$ cat src/rtl/statpoll_pkg.sv
package statpoll_pkg;

  typedef enum logic [1:0] {
    S_IDLE,
    S_FIRST,
    S_SECOND
  } pollState_t;

  typedef enum logic [1:0] {
    X_IDLE,
    X_LOW,
    X_HIGH,
    X_GAP
  } xferState_t;

  // strobes from control to datapath
  typedef struct packed {
    logic loadMask;
    logic clearTimer;
    logic startXfer;
    logic capture;
    logic running;
  } stb_t;

  localparam logic [7:0] BUSY_BIT = 8'h01;

endpackage

$ cat src/rtl/statpoll_dp.sv
module statpoll_dp
  import statpoll_pkg::*;
#(
  parameter int unsigned SCLK_HALF = 4,
  parameter int unsigned TMO_CYCLES = 1000
) (
  input  logic       clk,
  input  logic       rstN,
  input  stb_t       stb,
  input  logic [7:0] pollMask,
  input  logic       miso,
  output logic       sclk,
  output logic       csN,
  output logic       mosi,
  output logic       xferDone,
  output logic [7:0] rxByte,
  output logic [7:0] maskQ,
  output logic [7:0] statusQ,
  output logic       timedOut
);

  localparam int unsigned GAP = 2 * SCLK_HALF;
  localparam int unsigned DW  = $clog2(GAP + 1);
  localparam int unsigned TW  = $clog2(TMO_CYCLES + 1);
  localparam logic [DW-1:0] HALF_END = DW'(SCLK_HALF - 1);
  localparam logic [DW-1:0] GAP_END  = DW'(GAP - 1);
  localparam logic [TW-1:0] TMO_LIM  = TW'(TMO_CYCLES);

  xferState_t    xState;
  logic [DW-1:0] divCnt;
  logic [2:0]    bitCnt;
  logic [7:0]    rxShift;
  logic [TW-1:0] timer;

  assign mosi     = 1'b0;  // read-status opcode is all zeros
  assign rxByte   = rxShift;
  assign timedOut = (timer >= TMO_LIM);

  // serial shifter
  always_ff @(posedge clk or negedge rstN) begin
    if (!rstN) begin
      xState   <= X_IDLE;
      divCnt   <= '0;
      bitCnt   <= '0;
      rxShift  <= '0;
      sclk     <= 1'b0;
      csN      <= 1'b1;
      xferDone <= 1'b0;
    end else begin
      xferDone <= 1'b0;
      case (xState)
        X_IDLE: if (stb.startXfer) begin
          csN    <= 1'b0;
          sclk   <= 1'b0;
          divCnt <= '0;
          bitCnt <= '0;
          xState <= X_LOW;
        end
        X_LOW: if (divCnt == HALF_END) begin
          sclk    <= 1'b1;
          rxShift <= {rxShift[6:0], miso};
          divCnt  <= '0;
          xState  <= X_HIGH;
        end else divCnt <= divCnt + 1'b1;
        X_HIGH: if (divCnt == HALF_END) begin
          sclk   <= 1'b0;
          divCnt <= '0;
          if (bitCnt == 3'd7) begin
            csN    <= 1'b1;
            xState <= X_GAP;
          end else begin
            bitCnt <= bitCnt + 1'b1;
            xState <= X_LOW;
          end
        end else divCnt <= divCnt + 1'b1;
        default: if (divCnt == GAP_END) begin
          divCnt   <= '0;
          xferDone <= 1'b1;
          xState   <= X_IDLE;
        end else divCnt <= divCnt + 1'b1;
      endcase
    end
  end

  // mask, status and timeout registers
  always_ff @(posedge clk or negedge rstN) begin
    if (!rstN) begin
      maskQ   <= '0;
      statusQ <= '0;
      timer   <= '0;
    end else begin
      if (stb.loadMask) maskQ <= pollMask;
      if (stb.capture)  statusQ <= rxShift;
      if (stb.clearTimer) timer <= '0;
      else if (stb.running && !timedOut) timer <= timer + 1'b1;
    end
  end

  a_r4_sclk_low_idle: assert property (@(posedge clk) disable iff (!rstN)
    csN |-> !sclk);
  a_r10_cs_gap: assert property (@(posedge clk) disable iff (!rstN)
    $rose(csN) |=> csN);
  a_r8_timer_bound: assert property (@(posedge clk) disable iff (!rstN)
    timer <= TMO_LIM);

endmodule

$ cat src/rtl/statpoll_ctrl.sv
module statpoll_ctrl
  import statpoll_pkg::*;
(
  input  logic       clk,
  input  logic       rstN,
  input  logic       pollReq,
  input  logic       xferDone,
  input  logic [7:0] rxByte,
  input  logic [7:0] maskQ,
  input  logic       timedOut,
  output stb_t       stb,
  output logic       pollDone,
  output logic       pollErr,
  output logic       pollTimeout
);

  pollState_t state, stateNext;
  logic finish, errNext, tmoNext, isFault, isMatch;

  assign isFault = |rxByte[3:2];
  assign isMatch = ((rxByte & (maskQ | BUSY_BIT)) == maskQ);

  always_comb begin
    stb       = '0;
    stateNext = state;
    finish    = 1'b0;
    errNext   = 1'b0;
    tmoNext   = 1'b0;
    stb.running = (state != S_IDLE);
    case (state)
      S_IDLE: if (pollReq) begin
        stb.loadMask   = 1'b1;
        stb.clearTimer = 1'b1;
        stb.startXfer  = 1'b1;
        stateNext      = S_FIRST;
      end
      S_FIRST: if (xferDone) begin
        stb.startXfer = 1'b1;
        stateNext     = S_SECOND;
      end
      default: if (xferDone) begin
        stb.capture = 1'b1;
        if (isFault) begin
          finish = 1'b1; errNext = 1'b1; stateNext = S_IDLE;
        end else if (isMatch) begin
          finish = 1'b1; stateNext = S_IDLE;
        end else if (timedOut) begin
          finish = 1'b1; tmoNext = 1'b1; stateNext = S_IDLE;
        end else begin
          stb.startXfer = 1'b1;
          stateNext     = S_FIRST;
        end
      end
    endcase
  end

  always_ff @(posedge clk or negedge rstN) begin
    if (!rstN) begin
      state       <= S_IDLE;
      pollDone    <= 1'b0;
      pollErr     <= 1'b0;
      pollTimeout <= 1'b0;
    end else begin
      state    <= stateNext;
      pollDone <= finish;
      if (finish) begin
        pollErr     <= errNext;
        pollTimeout <= tmoNext;
      end
    end
  end

  a_r9_done_pulse: assert property (@(posedge clk) disable iff (!rstN)
    pollDone |=> !pollDone);
  a_r9_flags_exclusive: assert property (@(posedge clk) disable iff (!rstN)
    pollDone |-> !(pollErr && pollTimeout));
  a_r3_first_discarded: assert property (@(posedge clk) disable iff (!rstN)
    (state == S_FIRST && xferDone) |=> !pollDone);
  a_r11_req_ignored: assert property (@(posedge clk) disable iff (!rstN)
    (state != S_IDLE && pollReq) |-> !stb.loadMask);

endmodule

$ cat src/rtl/statpoll_engine.sv
module statpoll_engine
  import statpoll_pkg::*;
#(
  parameter int unsigned CLK_HZ     = 100_000_000,
  parameter int unsigned LIMIT_US   = 2_000_000,
  parameter int unsigned SCLK_HALF  = 4
) (
  input  logic       clk,
  input  logic       rstN,
  input  logic       pollReq,
  input  logic [7:0] pollMask,
  output logic       pollDone,
  output logic       pollErr,
  output logic       pollTimeout,
  output logic [7:0] statusOut,
  output logic       sclk,
  output logic       csN,
  output logic       mosi,
  input  logic       miso
);

  localparam int unsigned TMO_CYCLES = (CLK_HZ / 1_000_000) * LIMIT_US;

  stb_t       stb;
  logic       xferDone, timedOut;
  logic [7:0] rxByte, maskQ;

  statpoll_ctrl u_ctrl (
    .clk(clk), .rstN(rstN), .pollReq(pollReq), .xferDone(xferDone),
    .rxByte(rxByte), .maskQ(maskQ), .timedOut(timedOut), .stb(stb),
    .pollDone(pollDone), .pollErr(pollErr), .pollTimeout(pollTimeout)
  );

  statpoll_dp #(.SCLK_HALF(SCLK_HALF), .TMO_CYCLES(TMO_CYCLES)) u_dp (
    .clk(clk), .rstN(rstN), .stb(stb), .pollMask(pollMask), .miso(miso),
    .sclk(sclk), .csN(csN), .mosi(mosi), .xferDone(xferDone),
    .rxByte(rxByte), .maskQ(maskQ), .statusQ(statusOut), .timedOut(timedOut)
  );

  a_r5_fault_reported: assert property (@(posedge clk) disable iff (!rstN)
    (pollDone && pollErr) |-> (statusOut[3:2] != 2'b00));
  a_r6_match_reported: assert property (@(posedge clk) disable iff (!rstN)
    (pollDone && !pollErr && !pollTimeout) |->
      ((statusOut & (maskQ | BUSY_BIT)) == maskQ));
  a_r8_timeout_late: assert property (@(posedge clk) disable iff (!rstN)
    (pollDone && pollTimeout) |-> timedOut);

endmodule

$ cat config.mk
export PLATFORM = sky130hd
export DESIGN_NAME = statpoll_engine
export DESIGN_NICKNAME = d
export VERILOG_FILES = /design/src/rtl/statpoll_pkg.sv /design/src/rtl/statpoll_dp.sv /design/src/rtl/statpoll_ctrl.sv /design/src/rtl/statpoll_engine.sv
export SDC_FILE = /design/constraint.sdc
export NUM_CORES = 1
export LEC_CHECK = 0
export BUFFER_PORTS_ARGS = -buffer_cell sky130_fd_sc_hd__buf_2
export CORE_ASPECT_RATIO = 1.4
export CORE_MARGIN = 2
export CORE_UTILIZATION = 25
export CTS_CLUSTER_SIZE = 14
export DETAILED_ROUTE_END_ITERATION = 10
export REMOVE_ABC_BUFFERS = 1
export SYNTH_ARGS = -nofsm -noshare
export SYNTH_HDL_FRONTEND = slang
export SYNTH_SLANG_ARGS = --single-unit
$ cat constraint.sdc
create_clock -name clk -period 2 [get_ports clk]
set_input_delay 0.1 -clock clk [delete_from_list [all_inputs] [get_ports clk]]
set_output_delay 0.1 -clock clk [all_outputs]
set_load 0.02 [all_outputs]
### After elaboration in Yosys (flattened, before gate mapping)

Cells that the tools add are included.

| storage, ports and cells | value |
|---|---|
| input bits | 12 |
| flip-flop bits (word level) | 69 |

| cells by class | value |
|---|---|
| add/sub/neg operators | 3 |
| $lt $le $gt $ge | 1 |
| multiplexer cells | 53 |
| reduce and logical (&&, ||, !) cells | 20 |
| bitwise operators | 1 |
| equality and inequality tests | 14 |

Operators with widths:

| operator | number |
|---|---|
| $mux 28 | 2 |
| $add 28x1->28 const B | 1 |
| $ge 28x28->1 const B | 1 |
| $mux 1 | 26 |
| $mux 2 | 11 |
| $reduce_and 4->1 | 4 |
| $mux 3 | 4 |
| $mux 4 | 3 |
| $and 8x8->8 | 1 |
| $eq 8x8->1 | 1 |
| $ne 2x1->1 const B | 4 |
| $pmux 4 s2 | 1 |
| $reduce_bool 2->1 | 4 |
| $ne 2x2->1 const B | 3 |
| $pmux 2 s3 | 1 |
| $pmux 3 s2 | 1 |
| $reduce_or 2->1 | 3 |
| $add 4x1->4 const B | 1 |
| $eq 2x1->1 const B | 2 |
| $eq 4x2->1 const B | 1 |
| $eq 4x3->1 const B | 1 |
| $logic_not 2->1 | 2 |
| $pmux 1 s2 | 2 |
| $pmux 2 s2 | 1 |
| other kinds (11) | 11 |

### Longest topological paths before layout

Gate-level depths: netlist of the first run.

| logic depth | value |
|---|---|
| word-level depth | 8 |
| mapped depth | 8 |

### By module

A second synthesis of the first run with hierarchy kept.

| unflattened totals | value |
|---|---|
| cells, all modules | 344 |
| area, all modules | 3573.4 µm² |

Modules (own cells, without submodules):

| module | cells an instance | seq. area each (µm²) | area an instance (µm²) | instances |
|---|---|---|---|---|
| statpoll_dp | 304 | 1602.8 | 3235.6 | 1 |
| statpoll_ctrl | 40 | 125.1 | 337.8 | 1 |

### Worst setup path before layout of the first run

No wires, ideal clock.

| timing | value |
|---|---|
| kind | register -> register |
| from | reg u_dp.rxShift[0] (netlist: u_dp.rxByte[0]) |
| to | reg u_dp.bitCnt[0] |
| data arrival time | 1948 ps |
| path buffers | 1 |
| setup slack | -72 ps |
| stages on the path, launching flop included | 8 |
| data required time | 1876 ps |
| setup time | 124 ps |
| path through | dfrtp_1 > xor2_1 > or4_4 > o211a_1 > and2_4 > buf_6 > o2111a_1 > a211o_1 |

| on the way | value |
|---|---|
| word-level cells in the longest chain between the ends | 8 |

Ends and longest elaborated chain:

| item | line | text |
|---|---|---|
| from (decl) | statpoll_dp.sv:32 | `logic [7:0] rxShift;` |
| from (signal assigned) | statpoll_dp.sv:61 | `rxShift <= {rxShift[6:0], miso};` |
| $and 8x8->8 | statpoll_ctrl.sv:21 | `assign isMatch = ((rxByte & (maskQ \| BUSY_BIT)) == maskQ);` |
| $eq 8x8->1 | statpoll_ctrl.sv:21 |  |
| $mux 1 | statpoll_ctrl.sv:45 | `end else if (isMatch) begin` |
| $mux 1 | statpoll_ctrl.sv:43 | `if (isFault) begin` |
| $mux 2 | statpoll_ctrl.sv:41 | `default: if (xferDone) begin` |
| $pmux 1 s2 | statpoll_ctrl.sv:30 | `case (state)` |
| $ne 2x2->1 (no line) | -- |  |
| $reduce_and 4->1 (no line) | -- |  |
| to (signal assigned) | statpoll_dp.sv:72 | `bitCnt <= bitCnt + 1'b1;` |
| to (decl) | statpoll_dp.sv:31 | `logic [2:0] bitCnt;` |

No other way between the ends.
A chain may end at the register's enable or synchronous reset.

### Final worst setup path of the first run

| timing | value |
|---|---|
| from | reg u_dp.maskQ[0] |
| to | reg u_dp.bitCnt[2] |

| on the way | value |
|---|---|
| word-level cells in the longest chain between the ends | 7 |

Ends and longest elaborated chain:

| item | line | text |
|---|---|---|
| from (decl) | statpoll_dp.sv:17 | `output logic [7:0] maskQ,` |
| from (signal assigned) | statpoll_dp.sv:92 | `if (stb.loadMask) maskQ <= pollMask;` |
| $eq 8x8->1 | statpoll_ctrl.sv:21 |  |
| $mux 1 | statpoll_ctrl.sv:45 |  |
| $mux 1 | statpoll_ctrl.sv:43 |  |
| $mux 2 | statpoll_ctrl.sv:41 |  |
| $pmux 1 s2 | statpoll_ctrl.sv:30 |  |
| $ne 2x2->1 (no line) | -- |  |
| $reduce_and 4->1 (no line) | -- |  |

No other way between the ends.

==> qor.txt, run 1 <==
Final hold vios - 0
Syn_area_per_cell - 9.962 um^2
Power Internal - 2555 uW
CTS tree - yes
Number of clock sinks - 69
Max Root-Sink Buffers - 2
Commonest cells in the netlist - dfrtp_1, nand2_1, a21oi_1, nor2_1
CTS buffer count - 9
DRC violations left - 0
Fmax - 0.4857 GHz
Share of flip-flops with an asynchronous set or reset - 1.000
WS Path Type - register to register
Antenna-violating nets left - 0
Largest net degree at the start of global routing - 51
Part of the cycle the worst path needs - 1.029
Gr usage total - 0.1237
Main synth FF type - dfrtp_1
Final hold slack - 0.01893 ns
Flop pwr share - 0.438
Clk pwr share - 0.540
Sw frac - 0.2048
Final WL - 9337 um
Yosys top cell area share - 0.4642
Via/cell ratio - 4.890
Synth area leader - dfrtp_1
Worst Path Arrival - 2.28 ns
Tmin final - 2.059 ns
DRT iter0 DRCs - 136
CP endpoint kind - register
Layout area overhead - 33.72%
RSZ-0062 raised after global routing - true
FF-to-FF setup slack - -0.06 ns
Clock skew - 0.008932 ns
Gate power share - 0.022
ANT cells - 0
Starting density of the core - 0.2550
Power Density - 655.5 nW/um^2
Share of post-route cells with drive strength above 1 - 0.3111
Count leader, synth - dfrtp_1
First-pass GRT wire length - 15410 um
Setup TNS - -0.3206 ns
Core Footprint - 14380 um^2
Hold Crit Class - input port to register
Final GP Congestion - 0.8496
Synth Cell Area - 3666 um^2
Row cnt - 52
Synth Warn # - 0
CTS HTree Levels - 3
Clk Latency, worst-skew pair - 0.34 ns
Wirelength per Cell - 14.61 um
Die height - 147.3 um
Final nets - 467
Final setup margin - -0.05900 ns
Post-DP Area - 4259 um^2
Total gr overflow - 0
Clk pin slew, worst setup/hold paths - 0.06 ns
CP max FO - 7
Post-route design area - 4902 um^2
First-pass DRT Iterations - 4
Worst path required time - 2.22 ns
Slew HR - 0.6516
Total vias in the final route - 3125
Status - finished, violations left
Cell count after synthesis - 368
Initial antenna violation count - 0
Count of final setup violators - 8
CTS root buffer - clkbuf_16
Die area - 15660 um^2
Max-Cap Viols - 0
Worst vdd rail ir drop - 473.7 uV
Input/output buffers - 24
Failing checks - setup timing
Final core utilization - 0.3409
Vias in the first global route - 3100
Register area share after synthesis - 0.4713
IO Pins - 26
Lkg Pwr - 0.002282 uW
Dpl hpwl - 6520 um
Post-synth EDFFs - 0
Critical path startpoint category - register
Unique masters post-synth - 60
Pins Over Slew Limit - 0
Die Wd - 106.3 um
Ranking of synthesized cells by area - dfrtp_1, mux2_2, nand2_1, ha_1, a21oi_1
#FFs+latches synth - 69
Switching Power - 658.0 uW
Fill cells - 1405
Worst slew pin tran - 0.5226 ns
## layer usage
| metal | up-vias | track usage | part of all wire |
|---|---|---|---|
| li1 | 1504 | - | - |
| met1 | 1517 | 0.1461 | 0.43 |
| met2 | 79 | 0.2151 | 0.51 |
| met3 | 25 | 0.02396 | 0.037 |
| met4 | 0 | 0.05658 | 0.031 |
| met5 | - | 0 | 0 |
## path summary, 6_finish.rpt
path                                                start                         end  cells after the start
max in group asynchronous                            rstN        u_dp.csN$_DFFE_PN1P_                      3
worst max register to register  u_dp.maskQ[0]$_DFFE_PN0P_  u_dp.bitCnt[2]$_DFFE_PN0P_                      6
worst min-delay path                                 miso  u_dp.rxByte[0]$_DFFE_PN0P_                      2
min in group asynchronous                            rstN  u_dp.timer[15]$_DFFE_PN0P_                      2
worst max-delay path            u_dp.maskQ[0]$_DFFE_PN0P_  u_dp.bitCnt[2]$_DFFE_PN0P_                      6
worst min register to register  u_dp.maskQ[7]$_DFFE_PN0P_   u_dp.maskQ[7]$_DFFE_PN0P_                      2
## worst max-delay path, stage by stage (launching register included)
cell and delay, ns:
dfrtp_1 0.39, xor2_1 0.16, or4_4 0.48, o211a_1 0.27
and2_4 0.18, o2111a_1 0.23, a211o_1 0.23
## timing repair
item	CTS	global route
hold buffers	9	0
pin swaps	5	21
endpoints found under the hold margin	27	0
gates resized for setup	5	23
endpoints found under the setup margin	13	29
buffers inserted	1	10
cloned	0	1
## per-stage QoR
| step | setup WS, ns | total power (uW) | std cells |
|---|---|---|---|
| floorplan | -0.02196 | 1442 | 349 |
| global placement | -0.06168 | 1492 | 603 |
| detailed placement | -0.1035 | 1494 | 603 |
| CTS | -0.04299 | 3250 | 628 |
| global route | -0.1337 | 3314 | 639 |
| finish | -0.05900 | 3213 | 639 |
## power groups by stage
stage	Sequential [uW]	Combinational, uW	Clock, uW
2_1_floorplan	1430	11.5	0
3_3_place_gp	1430	59.7	0
3_5_place_dp	1430	61.6	0
4_1_cts	1410	75.2	1770
5_1_grt	1410	82.8	1820
6_report	1410	72.3	1730
## placed cells by master (no fill, tap or decap), types with 3 or more instances in the layout
master	count
dfrtp_1	68
buf_4	44
nand2_1	40
buf_2	24
nor2_1	19
mux2_2	18
nand3_1	16
inv_1	13
o21ai_0	13
a21oi_1	12
nand2b_1	9
and3_1	9
nand4_1	9
ha_1	9
clkbuf_16	9
dlygate4sd3_1	9
o31ai_1	8
a21oi_2	7
buf_6	7
and4_1	6
nor3_1	6
o211ai_1	6
or4_1	5
mux2i_1	5
nor2b_1	4
or3_1	4
nor4_1	4
xor2_1	3
and2_1	3
o21a_1	3
o2111a_1	3
a211o_1	3
## cells by family (layout without fill, tap and decap cells)
family,Yosys count,in the layout,synth area share
muxes,23,23,0.06894
AOI/OAI and AO/OA,75,75,0.1440
adders and majority gates,9,9,0.03072
DFF,69,69,0.4713
other,1,1,0.001023
xor gates and xnor gates,5,5,0.01195
buffers and inverters,32,113,0.03618
and+or+nand+nor,154,155,0.2358
## sequential cells by signal, summed over array words and instances, names as in the netlist, 2 cells and up
| register | flops |
|---|---|
| u_dp.statusQ | 8 |
| u_dp.timer | 28 |
| u_dp.divCnt | 4 |
| u_dp.bitCnt | 3 |
| u_dp.maskQ | 8 |
| u_ctrl.state | 2 |
| u_dp.xState | 2 |
| u_dp.rxByte | 8 |
## final cells by class
cell class | instances | area [um^2] | share of cell area
multi-input combinational | 268 | 1926 | 0.3928
sequential | 69 | 1728 | 0.3525
timing repair buffer | 85 | 639.4 | 0.1304
clock buffer | 10 | 239.0 | 0.04875
tap | 189 | 236.5 | 0.04824
clock inverter | 5 | 85.08 | 0.01736
inverter | 13 | 48.80 | 0.009954
Note: power is estimated with default switching activity, not from simulation.
==> inputs of run 2 (changes only) <==
CTS_BUF_LIST = sky130_fd_sc_hd__clkbuf_16   (was default)
==> qor.txt, run 2 (synthesis results as in run 1) <==
Worst R2R Path Depth - 6 (unchanged)
Max Root-Sink Buffers - 2 (unchanged)
Final core utilization - 0.3402 (-0.0006960)
Final WL - 9304 um (-0.35%)
Most frequent cells in the layout - dfrtp_1, buf_4, nand2_1
Input/output buffers - 24 (unchanged)
DRT iter0 DRCs - 135 (-0.74%)
Tmin final - 2.059 ns (+0.0004512 ns)
Top Family by Delay on Critical Path - compound AO/OA/AOI/OAI gates
DRC violations left - 0 (unchanged)
CTS root buffer - clkbuf_16
Wirelength per Cell - 14.56 um (-0.35%)
Power Density - 648.4 nW/um^2 (-1.1%)
Part of the cycle the worst path needs - 1.030 (about the same)
Critical path startpoint category - register
Slowest stage delay, CP - 0.48 ns (about the same)
Fill cells - 1405 (unchanged)
Worst path required time - 2.22 ns (about the same)
Inst Count DP - 603 (unchanged)
Core Footprint - 14380 um^2 (unchanged)
Worst Path Arrival - 2.28 ns (about the same)
Pins Over Slew Limit - 0 (unchanged)
CP endpoint kind - register
CP startpoint - u_dp.maskQ[0]$_DFFE_PN0P_
Via/cell ratio - 4.898 (+0.16%)
Slew HR - 0.6515 (about the same)
Critical Path Slowest Stage Cell - or4_4
Clk pwr share - 0.534 (-0.006)
Final GP Congestion - 0.8496 (unchanged)
RR Startpoint - u_dp.maskQ[0]$_DFFE_PN0P_
First-pass DRT Iterations - 4 (unchanged)
Hold Crit Start - miso
CTS HTree Levels - 3 (unchanged)
Busiest grt layer - met2
Flop pwr share - 0.444 (+0.006)
IO Pins - 26 (unchanged)
Final hold vios - 0 (unchanged)
RSZ-0062 raised after global routing - true
Power Internal - 2517 uW (-1.5%)
WS Path Type - register to register
Die area - 15660 um^2 (unchanged)
Critical path cell sequence - xor2_1 > or4_4 > o211a_1 > and2_4 > o2111a_1 > a211o_1
Commonest non-fill, non-tap cell in the layout - dfrtp_1
Lkg Pwr - 0.002277 uW (-0.25%)
Design Power - 3172 uW (-1.3%)
Switching Power - 655.3 uW (-0.41%)
Max-Cap Viols - 0 (unchanged)
Most flop-heavy register - u_dp.timer
Layout area overhead - 33.45%
Total gr overflow - 0 (unchanged)
Clk pin slew, worst setup/hold paths - 0.06 ns (about the same)
Setup TNS - -0.3151 ns (+0.005487 ns)
Number of clock sinks - 69 (unchanged)
Clk Latency, worst-skew pair - 0.34 ns (about the same)
Sw frac - 0.2066 (+0.001822)
Hold depth - 2 (unchanged)
Largest net degree at the start of global routing - 51 (unchanged)
Crit. path cell count - 6 (unchanged)
ANT cells - 0 (unchanged)
M3 GR Usage - 0.02396 (unchanged)
Dpl hpwl - 6520 um (unchanged)
Antenna-violating nets left - 0 (unchanged)
First-pass GRT wire length - 15440 um (+0.23%)
Worst path bufs/invs - 0 (unchanged)
Initial antenna violation count - 0 (unchanged)
Finished Layout Cells - 639 (unchanged)
Share of post-route cells with drive strength above 1 - 0.3089 (-0.002222)
Largest register FFs - 28 (unchanged)
Count of final setup violators - 8 (unchanged)
Die Wd - 106.3 um (unchanged)
Total vias in the final route - 3130 (+0.16%)
Final hold slack - 0.01768 ns (-0.001259 ns)
Vias in the first global route - 3105 (+0.16%)
Fmax - 0.4856 GHz (about the same)
Clock skew - 0.008572 ns (-0.0003600 ns)
Gr usage total - 0.1242 (+0.0004753)
Final setup margin - -0.05945 ns (-0.0004512 ns)
CTS tree - yes
Die height - 147.3 um (unchanged)
CTS buffer count - 9 (unchanged)
GRT met1 Usage - 0.1464 (+0.0003202)
Row cnt - 52 (unchanged)
Worst vdd rail ir drop - 471.9 uV (-0.37%)
Worst slew pin tran - 0.5227 ns (+0.0001062 ns)
Gate power share - 0.023 (about the same)
Hold Crit Class - input port to register
Starting density of the core - 0.2550 (unchanged)
CP max FO - 7 (unchanged)
Status - finished, violations left
Met2 layer usage reported by global route - 0.2154 (+0.0003205)
Final nets - 467 (unchanged)
Failing checks - setup timing
-- run 2: per-stage QoR --
step	worst slack (ns)	area (um^2)
6_report	-0.05945	4892
5_1_grt	-0.1338	4892
4_1_cts	-0.04300	4700
3_5_place_dp	-0.1035	4259
3_3_place_gp	-0.06168	4259
2_1_floorplan	-0.02196	3582
-- run 2: cell type report --
class | instances | area [um^2] | area share
Multi-Input combinational cell | 268 | 1926 | 0.3936
Sequential cell | 69 | 1728 | 0.3532
Timing Repair Buffer | 85 | 639.4 | 0.1307
Tap cell | 189 | 236.5 | 0.04834
Clock buffer | 9 | 225.2 | 0.04604
Clock inverter | 6 | 88.84 | 0.01816
Inverter | 13 | 48.80 | 0.009974
-- run 2: worst reg2reg max path, cell delays in order, from the launching register on --
cell,delay [ns]
dfrtp_1,0.39
xor2_1,0.16
or4_4,0.48
o211a_1,0.27
and2_4,0.18
o2111a_1,0.23
a211o_1,0.23
-- run 2: path summary, 6_finish.rpt --
check / end / slack (ns)
hold reg to reg: u_dp.maskQ[7]$_DFFE_PN0P_ / 0.48
hold / removal: u_dp.rxByte[0]$_DFFE_PN0P_ / 0.02
max in group asynchronous: u_dp.csN$_DFFE_PN1P_ / 1.02
setup reg to reg: u_dp.bitCnt[2]$_DFFE_PN0P_ / -0.06
setup / recovery: u_dp.bitCnt[2]$_DFFE_PN0P_ / -0.06
min in group asynchronous: u_dp.timer[15]$_DFFE_PN0P_ / 0.27
-- run 2: power by group through the flow --
stage	clock, uW	sequential, uW	combinational, uW
final	1690	1410	72.3
after global routing	1790	1410	82.9
after CTS	1730	1410	75.3
after detailed placement	0	1430	61.6
after global placement	0	1430	59.7
after floorplan	0	1430	11.5
-- run 2: what timing repair did --
item                                    4_1_cts  5_1_grt
buffers inserted                              1       10
pin swaps                                     5       21
resized for setup                             5       23
endpoints found under the hold margin        27        0
gates cloned                                  0        1
hold buffers                                  9        0
endpoints found under the setup margin       13       31
-- run 2: layer usage --
metal / share of wire / vias to the layer above
li1: - / 1508
met5: 0 / -
met1: 0.42 / 1517
met4: 0.032 / 0
met3: 0.039 / 25
met2: 0.51 / 80
==> inputs of run 3 (changes only) <==
CELL_PAD_IN_SITES_DETAIL_PLACEMENT = 1   (was default)
CELL_PAD_IN_SITES_GLOBAL_PLACEMENT = 2   (was default)
PLACE_DENSITY_LB_ADDON = 0.1   (was default)
RECOVER_POWER = 50   (was default)
==> qor.txt, run 3 (synthesis results as in run 1) <==
Status - finished, violations left
Failing checks - hold timing, setup timing
Fill cells - 1643 (+17%)
Via/cell ratio - 4.857 (-0.84%)
Final GP Congestion - 0.7171 (-16%)
Commonest non-fill, non-tap cell in the layout - dfrtp_1
Worst path bufs/invs - 0 (unchanged)
CTS HTree Levels - 3 (unchanged)
Switching Power - 689.9 uW (+5.3%)
CTS buffer count - 9 (unchanged)
Design Power - 3079 uW (-2.9%)
Clock skew - 0.01091 ns (+0.002342 ns)
Antenna-violating nets left - 0 (unchanged)
Clk pwr share - 0.519 (-0.015)
Fmax - 0.4853 GHz (about the same)
Most frequent cells in the layout - dfrtp_1, buf_4, nand2_1
Count of final setup violators - 5 (-3)
Final setup margin - -0.06057 ns (-0.001120 ns)
Layout area overhead - 33.11%
Worst slew pin tran - 0.8321 ns (+0.3094 ns)
Final nets - 473 (+1.3%)
Sw frac - 0.2241 (+0.01748)
First-pass GRT wire length - 18370 um (+19%)
Input/output buffers - 24 (unchanged)
Hold Crit Start - pollMask[0]
Worst vdd rail ir drop - 286.7 uV (-39%)
Hold Crit Class - input port to register
Worst path required time - 2.25 ns (+0.03 ns)
DRT iter0 DRCs - 51 (-62%)
FF-to-FF setup slack - -0.06 ns (about the same)
Vias in the first global route - 3445 (+11%)
Core Footprint - 14380 um^2 (unchanged)
Row cnt - 52 (unchanged)
Final WL - 11030 um (+19%)
RR Startpoint - u_dp.maskQ[7]$_DFFE_PN0P_
Inst Count DP - 616 (+2.2%)
Tmin final - 2.061 ns (+0.001120 ns)
Gate power share - 0.024 (about the same)
Largest register FFs - 28 (unchanged)
Hold depth - 3 (+1)
Max-Cap Viols - 0 (unchanged)
Die area - 15660 um^2 (unchanged)
Busiest grt layer - met2
Worst Hold End - u_dp.maskQ[0]$_DFFE_PN0P_
Number of clock sinks - 69 (unchanged)
CP endpoint kind - register
Power Internal - 2389 uW (-5.1%)
Die height - 147.3 um (unchanged)
Top Family by Delay on Critical Path - simple AND/OR/NAND/NOR gates
WS Path Type - register to register
Worst R2R Path Depth - 6 (unchanged)
RSZ-0062 raised after global routing - true
Initial antenna violation count - 0 (unchanged)
CTS root buffer - clkbuf_16
Final hold vios - 1 (+1)
Slew HR - 0.4452 (-0.2063)
CTS tree - yes
Pins Over Slew Limit - 0 (unchanged)
Critical Path Slowest Stage Cell - or4_4
Critical path cell sequence - nor2b_4 > or4_4 > o211a_4 > and2_4 > o311a_1 > a211oi_2
Worst r2r dst - u_dp.divCnt[2]$_DFFE_PN0P_
Lkg Pwr - 0.002276 uW (about the same)
Finished Layout Cells - 645 (+0.94%)
Clk pin slew, worst setup/hold paths - 0.07 ns (about the same)
Wirelength per Cell - 17.10 um (+17%)
Max Root-Sink Buffers - 2 (unchanged)
Slowest stage delay, CP - 0.48 ns (about the same)
Die Wd - 106.3 um (unchanged)
IO Pins - 26 (unchanged)
CP max FO - 8 (+1)
GRT met1 Usage - 0.1778 (+0.03136)
Worst Path Arrival - 2.31 ns (+0.03 ns)
M3 GR Usage - 0.03106 (+0.007098)
Gr usage total - 0.1510 (+0.02676)
Critical path startpoint category - register
Starting density of the core - 0.2550 (unchanged)
Total gr overflow - 0 (unchanged)
First-pass DRT Iterations - 4 (unchanged)
ANT cells - 0 (unchanged)
Crit. path cell count - 6 (unchanged)
Share of post-route cells with drive strength above 1 - 0.3246 (+0.01567)
Dpl hpwl - 8134 um (+25%)
Final hold slack - -0.006632 ns (-0.02431 ns)
Part of the cycle the worst path needs - 1.030 (about the same)
Largest net degree at the start of global routing - 30 (-41%)
Most flop-heavy register - u_dp.timer
Power Density - 631.0 nW/um^2 (-2.7%)
DRC violations left - 0 (unchanged)
Flop pwr share - 0.457 (+0.013)
Met2 layer usage reported by global route - 0.2712 (+0.05577)
Total vias in the final route - 3133 (+0.096%)
Clk Latency, worst-skew pair - 0.34 ns (about the same)
[run 3: cell types whose count changed in the layout (fill, tap and decap cells not counted), moves of 2 or more]
| cell | previous run | this run |
|---|---|---|
| buf_6 | 7 | 3 |
| clkbuf_2 | 0 | 3 |
| a21oi_1 | 12 | 14 |
| nor4_2 | 1 | 3 |
| a21oi_2 | 7 | 5 |
| nor4_1 | 4 | 2 |
| buf_4 | 44 | 54 |
[run 3: layout make-up]
type / instances / area [um^2] / share of cell area
inverter: 13 / 48.80 / 0.01000
tap: 189 / 236.5 / 0.04846
clock buffer: 9 / 225.2 / 0.04615
multi-input combinational: 267 / 1906 / 0.3905
clock inverter: 6 / 66.31 / 0.01359
sequential: 69 / 1728 / 0.3541
timing repair buffer: 92 / 669.4 / 0.1372
[run 3: how the worst max path moves through the flow]
| stage | startpoint | slack (ns) | endpoint |
|---|---|---|---|
| 6_report | u_dp.maskQ[7]$_DFFE_PN0P_ | -0.06 | u_dp.divCnt[2]$_DFFE_PN0P_ |
| 5_1_grt | u_dp.timer[12]$_DFFE_PN0P_ | -0.13 | u_dp.timer[20]$_DFFE_PN0P_ |
| 4_1_cts | u_dp.rxByte[0]$_DFFE_PN0P_ | -0.07 | u_dp.bitCnt[2]$_DFFE_PN0P_ |
| 3_5_place_dp | u_dp.maskQ[0]$_DFFE_PN0P_ | -0.10 | u_dp.bitCnt[2]$_DFFE_PN0P_ |
| 3_3_place_gp | u_dp.maskQ[0]$_DFFE_PN0P_ | -0.07 | u_dp.bitCnt[2]$_DFFE_PN0P_ |
| 2_1_floorplan | u_dp.rxByte[0]$_DFFE_PN0P_ | -0.02 | u_dp.bitCnt[2]$_DFFE_PN0P_ |
[run 3: through the flow]
stage | setup WS [ns] | instance area, um^2 | TNS, ns | util
after CTS | -0.06895 | 4781 | -0.2585 | 0.3325
after detailed placement | -0.1037 | 4372 | -0.6927 | 0.3040
final | -0.06057 | 4880 | -0.1817 | 0.3394
after floorplan | -0.02196 | 3582 | -0.05691 | -
after global routing | -0.1259 | 4880 | -1.085 | 0.3394
after global placement | -0.07221 | 4372 | -0.3575 | 0.3040
[run 3: layer usage]
| layer | share of wire | routed length [um] | vias to the layer above |
|---|---|---|---|
| met5 | 0 | 0 | - |
| met3 | 0.016 | 180 | 13 |
| met2 | 0.54 | 5942 | 27 |
| li1 | - | - | 1503 |
| met1 | 0.43 | 4699 | 1590 |
| met4 | 0.019 | 210 | 0 |
[run 3: worst reg2reg max path, cell delays in order, from the launching register on]
cell	delay, ns
dfrtp_1	0.38
nor2b_4	0.12
or4_4	0.48
o211a_4	0.27
and2_4	0.19
o311a_1	0.37
a211oi_2	0.15
[run 3: power groups by stage]
stage | logic (uW) | clock network (uW) | registers, uW
after global routing | 83.5 | 1700 | 1410
after detailed placement | 66.8 | 0 | 1430
after global placement | 65.5 | 0 | 1430
final | 72.4 | 1600 | 1410
after CTS | 80.9 | 1660 | 1410
after floorplan | 11.5 | 0 | 1430
[run 3: repair_timing]
item | 4_1_cts | 5_1_grt
setup endpoints to repair | 14 | 38
pin swaps | 10 | 15
hold buffers | 8 | 0
gates resized for setup | 5 | 22
buffers inserted | 2 | 4
cloned | 0 | 0
hold endpoints to repair | 33 | 0
